### src/rtl/ce_pkg.sv
package ce_pkg;
  typedef enum logic [3:0] {
    S_IDLE, S_SA, S_SB, S_SC, S_DA, S_RD, S_WR, S_FRAG, S_WB, S_HALT
  } ce_state_e;

  localparam int FLAG_GATHER = 0;
  localparam int FLAG_SWAP   = 1;
  localparam int ID_LSB      = 2;

  function automatic logic [31:0] bswap32(input logic [31:0] w);
    return {w[7:0], w[15:8], w[23:16], w[31:24]};
  endfunction
endpackage

### src/rtl/ce_ring_ptr.sv
module ce_ring_ptr #(
  parameter int IDXW = 3
) (
  input  logic            clk,
  input  logic            rst,
  input  logic            adv,
  input  logic [IDXW-1:0] wr_idx,
  output logic [IDXW-1:0] rd_idx,
  output logic            pending
);
  always_ff @(posedge clk) begin
    if (rst) rd_idx <= '0;
    else if (adv) rd_idx <= rd_idx + 1'b1;
  end
  assign pending = (rd_idx != wr_idx);
endmodule

### src/rtl/ce_word_path.sv
module ce_word_path #(
  parameter int MAX_WORDS = 8
) (
  input  logic [31:0] rd_word,
  input  logic        swap,
  input  logic [15:0] off,
  output logic [31:0] wr_word,
  output logic        in_range
);
  import ce_pkg::*;
  assign wr_word  = swap ? bswap32(rd_word) : rd_word;
  assign in_range = (off < 16'(MAX_WORDS));
endmodule

### src/rtl/ce_copy_engine.sv
module ce_copy_engine #(
  parameter int AW        = 16,
  parameter int IDXW      = 3,
  parameter int MAX_BYTES = 32
) (
  input  logic            clk,
  input  logic            rst,
  input  logic [AW-1:0]   src_base,
  input  logic [AW-1:0]   dst_base,
  input  logic [IDXW-1:0] src_wr_idx,
  input  logic [IDXW-1:0] dst_wr_idx,
  input  logic            halt_req,
  output logic            mem_req,
  output logic            mem_we,
  output logic [AW-1:0]   mem_addr,
  output logic [31:0]     mem_wdata,
  input  logic [31:0]     mem_rdata,
  output logic [IDXW-1:0] src_rd_idx,
  output logic [IDXW-1:0] dst_rd_idx,
  output logic            copy_done,
  output logic            len_err,
  output logic            halted
);
  import ce_pkg::*;

  localparam int MAX_WORDS = MAX_BYTES / 4;
  localparam int NRING     = 2;   // 0 = source, 1 = destination

  ce_state_e state, state_n;

  logic [AW-1:0]   src_addr_w, dst_addr_w;
  logic [15:0]     nwords, cnt, off;
  logic [16:0]     total;
  logic [15:0]     fl_last;
  logic            in_gather;
  logic [15:0]     nw_in;
  logic [31:0]     xf_word;
  logic            xf_in_range;

  logic [NRING-1:0]  ring_adv, ring_pend;
  logic [IDXW-1:0]   ring_wr [NRING];
  logic [IDXW-1:0]   ring_rd [NRING];

  assign ring_wr[0] = src_wr_idx;
  assign ring_wr[1] = dst_wr_idx;
  assign ring_adv[0] = (state == S_FRAG);
  assign ring_adv[1] = (state == S_WB);

  for (genvar g = 0; g < NRING; g++) begin : g_ring
    ce_ring_ptr #(.IDXW(IDXW)) u_ptr (
      .clk(clk), .rst(rst), .adv(ring_adv[g]), .wr_idx(ring_wr[g]),
      .rd_idx(ring_rd[g]), .pending(ring_pend[g])
    );
  end

  assign src_rd_idx = ring_rd[0];
  assign dst_rd_idx = ring_rd[1];

  ce_word_path #(.MAX_WORDS(MAX_WORDS)) u_path (
    .rd_word(mem_rdata), .swap(fl_last[FLAG_SWAP]), .off(off),
    .wr_word(xf_word), .in_range(xf_in_range)
  );

  assign nw_in = 16'((17'(mem_rdata[15:0]) + 17'd3) >> 2);

  logic [AW-1:0] src_slot, dst_slot;
  assign src_slot = src_base + AW'({ring_rd[0], 1'b0});
  assign dst_slot = dst_base + AW'({ring_rd[1], 1'b0});

  // next state and memory port
  always_comb begin
    state_n   = state;
    mem_req   = 1'b0;
    mem_we    = 1'b0;
    mem_addr  = '0;
    mem_wdata = '0;
    case (state)
      S_IDLE: begin
        if (halt_req) state_n = S_HALT;
        else if (ring_pend[0] && (in_gather || ring_pend[1])) state_n = S_SA;
      end
      S_SA: begin
        mem_req = 1'b1; mem_addr = src_slot; state_n = S_SB;
      end
      S_SB: begin
        mem_req = 1'b1; mem_addr = src_slot + 1'b1; state_n = S_SC;
      end
      S_SC: begin
        if (!in_gather) begin
          mem_req = 1'b1; mem_addr = dst_slot; state_n = S_DA;
        end else begin
          state_n = (nw_in == 16'd0) ? S_FRAG : S_RD;
        end
      end
      S_DA: state_n = (nwords == 16'd0) ? S_FRAG : S_RD;
      S_RD: begin
        mem_req = 1'b1; mem_addr = src_addr_w + AW'(cnt); state_n = S_WR;
      end
      S_WR: begin
        mem_req   = xf_in_range;
        mem_we    = 1'b1;
        mem_addr  = dst_addr_w + AW'(off);
        mem_wdata = xf_word;
        state_n   = (cnt + 16'd1 == nwords) ? S_FRAG : S_RD;
      end
      S_FRAG: state_n = fl_last[FLAG_GATHER] ? S_IDLE : S_WB;
      S_WB: begin
        mem_req   = 1'b1;
        mem_we    = 1'b1;
        mem_addr  = dst_slot + 1'b1;
        mem_wdata = {fl_last[15:ID_LSB], fl_last[FLAG_SWAP], 1'b0, total[15:0]};
        state_n   = S_IDLE;
      end
      S_HALT: if (!halt_req) state_n = S_IDLE;
      default: state_n = S_IDLE;
    endcase
  end

  always_ff @(posedge clk) begin
    if (rst) begin
      state      <= S_IDLE;
      src_addr_w <= '0;
      dst_addr_w <= '0;
      nwords     <= '0;
      cnt        <= '0;
      off        <= '0;
      total      <= '0;
      fl_last    <= '0;
      in_gather  <= 1'b0;
      copy_done  <= 1'b0;
      len_err    <= 1'b0;
      halted     <= 1'b0;
    end else begin
      state     <= state_n;
      copy_done <= (state == S_WB);
      len_err   <= (state == S_WB) && (total > 17'(MAX_BYTES));
      halted    <= (state_n == S_HALT);
      case (state)
        S_SB: src_addr_w <= AW'(mem_rdata >> 2);
        S_SC: begin
          nwords  <= nw_in;
          cnt     <= '0;
          fl_last <= mem_rdata[31:16];
          if (in_gather) total <= total + 17'(mem_rdata[15:0]);
          else begin
            total <= 17'(mem_rdata[15:0]);
            off   <= '0;
          end
        end
        S_DA: begin
          dst_addr_w <= AW'(mem_rdata >> 2);
          in_gather  <= 1'b1;
        end
        S_WR: begin
          cnt <= cnt + 16'd1;
          off <= off + 16'd1;
        end
        S_WB: in_gather <= 1'b0;
        default: ;
      endcase
    end
  end
endmodule

### config.mk
export PLATFORM = sky130hd
export DESIGN_NAME = ce_copy_engine
export DESIGN_NICKNAME = d
export VERILOG_FILES = /design/src/rtl/ce_pkg.sv /design/src/rtl/ce_ring_ptr.sv /design/src/rtl/ce_word_path.sv /design/src/rtl/ce_copy_engine.sv
export SDC_FILE = /design/constraint.sdc
export NUM_CORES = 1
export LEC_CHECK = 0
export BUFFER_PORTS_ARGS = -buffer_cell sky130_fd_sc_hd__buf_2
export CAP_MARGIN = 25
export CORE_MARGIN = 5
export CORE_UTILIZATION = 55
export CTS_BUF_LIST = sky130_fd_sc_hd__clkbuf_8 sky130_fd_sc_hd__clkbuf_16
export CTS_CLUSTER_SIZE = 30
export DETAILED_ROUTE_END_ITERATION = 16
export PLACE_DENSITY_LB_ADDON = 0.1
export SLEW_MARGIN = 20
export SYNTH_ARGS = -nofsm -noshare
export SYNTH_HDL_FRONTEND = slang
export SYNTH_SLANG_ARGS = --single-unit
### constraint.sdc
create_clock -name clk -period 9.2 [get_ports clk]
set_clock_uncertainty 0.2 [all_clocks]
set_input_delay 0.92 -clock clk [delete_from_list [all_inputs] [get_ports clk]]
set_output_delay 0.92 -clock clk [all_outputs]
set_load 0.01 [all_outputs]
==> flow_summary.toml <==
[setup_path]
crit_path_max_incr_delay_ps = 710
crit_path_cell_trace = "nor4b_4 -> buf_4 -> mux2_4 -> ha_1 -> o211ai_1 -> nor4_2 -> nand2_1 -> xnor2_1 -> o221ai_1 -> buf_2"
timing.critical_path.required_ps = 8080
setup.reg_to_reg.worst_slack_ps = 5580
classification_of_the_worst_setup_path = "flip-flop to output pin"
timing.critical_path.arrival_ps = 3960
worstSetupStartpointType = "flip-flop"
timing.critical_path.to_type = "output pin"
worstPathMaxFanout = 46
critPathSlowestCell = "sky130_fd_sc_hd__dfxtp_1"

[drt]
drtAntennaViolNets = 0
detail_route.first_pass.iterations = 7
drt-total-wl_um = 31500
drt_first_iter_violations = 804
wire_per_inst_um = 18.9
drc = 0
via_count = 10200
vias_per_cell = 6.10

[synth]
synthesis.nets = 1485
synth_seq_area_share = 0.249
synth-seq-cells = 126
synth_edf_count = 0
yosys.cell_types.count = 76
async_sr_flop_fraction = 0
yosysWarnings = 0
synth_area_um2 = 10100
dominantRegCellSynth = "sky130_fd_sc_hd__dfxtp_1"
avgSynthCellArea_um2 = 7.52
syn-instance-count = 1350

[clocking]
cts-resized-gates = 0
cts.root.buffer_cell = "sky130_fd_sc_hd__clkbuf_16"
cts_setup_buffers = 0
cts-htree-levels = 4
tritoncts_clock_tree = "done"
insertion_delay_ps = 420
cts.clk_slew.worst_paths_ps = 60
cts_max_path_buffers = 2
cts.sinks = 126
ctsHoldBuffers = 0
cts_buffers = 17

[final_layout]
areaGrowthSynthToFinish_pct = 12.8
mostFrequentLayoutCell = "sky130_fd_sc_hd__nand2_1"
layout.cells.most_common_list = "sky130_fd_sc_hd__nand2_1 (204), sky130_fd_sc_hd__buf_2 (130), sky130_fd_sc_hd__dfxtp_1 (125)"
finish.utilization = 0.633
fillerInstances = 1732
finalNetCount = 1564
antenna_cells = 0
post_route_cells_drive_above_1_share = 0.142

[power_and_ir_drop]
total_power_uw = 1730
p_leak_uw = 0.00459
power_density_nw_per_um2 = 151
vdd_ir_drop_max_mv = 0.132

[timing]
unrepaired_setup_endpoints_after_global_routing = "false"
drv_slew = 0
achievable-frequency_mhz = 197
finalSetupViolations = 0
min_period_over_period = 0.552
maxSlewHeadroom = 0.350
tightestPinTransition_ps = 967
setup_tns_final_ps = 0
finalHoldViolCount = 0
final_period_minus_worst_setup_slack_ps = 5080

[placement]
detailed_place_hpwl_um = 22600
io_buf_count = 131
finalWeightedCongestion = 0.889

[die]
die_h_um = 146
ios = 132
rows = 49
die_w_um = 146
die-area_um2 = 21300
effective_utilization_at_floorplan = 0.561
core_region_area_um2 = 18100

[global_route]
grt_first_pass_wirelength_um = 50500
grt_usage = 0.290
vias_in_the_first_global_route = 9655
overflow = 0
antenna_found_initial = 1
pin_count_of_the_biggest_net_entering_global_routing = 72

[worst_hold_path]
hold_path.class = "flip-flop to flip-flop"

[status]
run_status = "completed"

[job]
timing.max_cap.violations = 0
[kinds of logic after synthesis]
| kind of cell | count (synthesis) | synth area share |
|---|---|---|
| AND/OR/NAND/NOR | 523 | 0.245 |
| AO/OA/AOI/OAI | 349 | 0.217 |
| flip-flops | 126 | 0.249 |
| XOR/XNOR | 125 | 0.108 |
| buffers and inverters | 105 | 0.0404 |
| adder cells (fa/ha/maj) | 62 | 0.0801 |
| multiplexers | 60 | 0.0604 |
[area by class of cell]
cell class | count | area, um2 | area share
multi-input cells | 1119 | 7240 | 0.632
well taps | 229 | 287 | 0.0250
repair buffers | 141 | 733 | 0.0640
clock inverters | 13 | 140 | 0.0122
clock buffers | 18 | 439 | 0.0384
flip-flops and latches | 126 | 2520 | 0.220
inverters | 24 | 90.1 | 0.00787
[cells in the mapped netlist, drive strengths merged, types with 37 or more instances]
cell,instances,area [um2]
xor2,42,368
nor2,121,457
nand2,206,776
nor3,37,201
ha,57,713
dfxtp,126,2520
a21oi,111,556
nand3,41,205
mux2i,53,531
o21ai,81,409
clkbuf,70,264
xnor2,83,727
[registers in the layout (all words and copies together) (netlist names)]
register and flops:
total 17, cnt 16, dst_addr_w 16, fl_last 16
off 16, src_addr_w 16, nwords 15, g_ring.u_ptr.rd_idx 6
state 4, copy_done 1, halted 1, in_gather 1
len_err 1
[worst max-delay path, delay by kind of cell, from the launching register on]
kind / cells / cell delay [ps]
fa+ha+maj: 1 / 180
buf+inv: 2 / 690
flops: 1 / 710
simple gates: 3 / 1090
mux: 1 / 280
compound gates: 2 / 410
xor+xnor: 1 / 170
[final timing paths]
path         startpoint            to  depth (start not counted)
min reg2reg  fl_last[3]    fl_last[3]                          2
max            state[3]  mem_addr[10]                         10
max reg2reg    state[2]       off[15]                          9
min          fl_last[3]    fl_last[3]                          2
[metrics by stage]
stage               setup slack, ps  hold WS, ps  instance area, um2  std cells
floorplan                      4790          236               10100       1350
global placement               4280          243               10900       1639
detailed placement             4230          249               10900       1639
CTS                            4190          257               11400       1670
global route                   3890          278               11400       1670
finish                         4120          253               11400       1670
[routing by layer]
metal  GRT usage  share of wire
met1       0.383           0.44
met2       0.460           0.44
met3      0.0601          0.078
met4       0.124          0.037
met5           0        0.00041
[power breakdown]
part / switching, uW / internal, uW
Clock: 262 / 405
Combinational: 272 / 171
Sequential: 46.1 / 575
(Power assumes the default switching activity.)
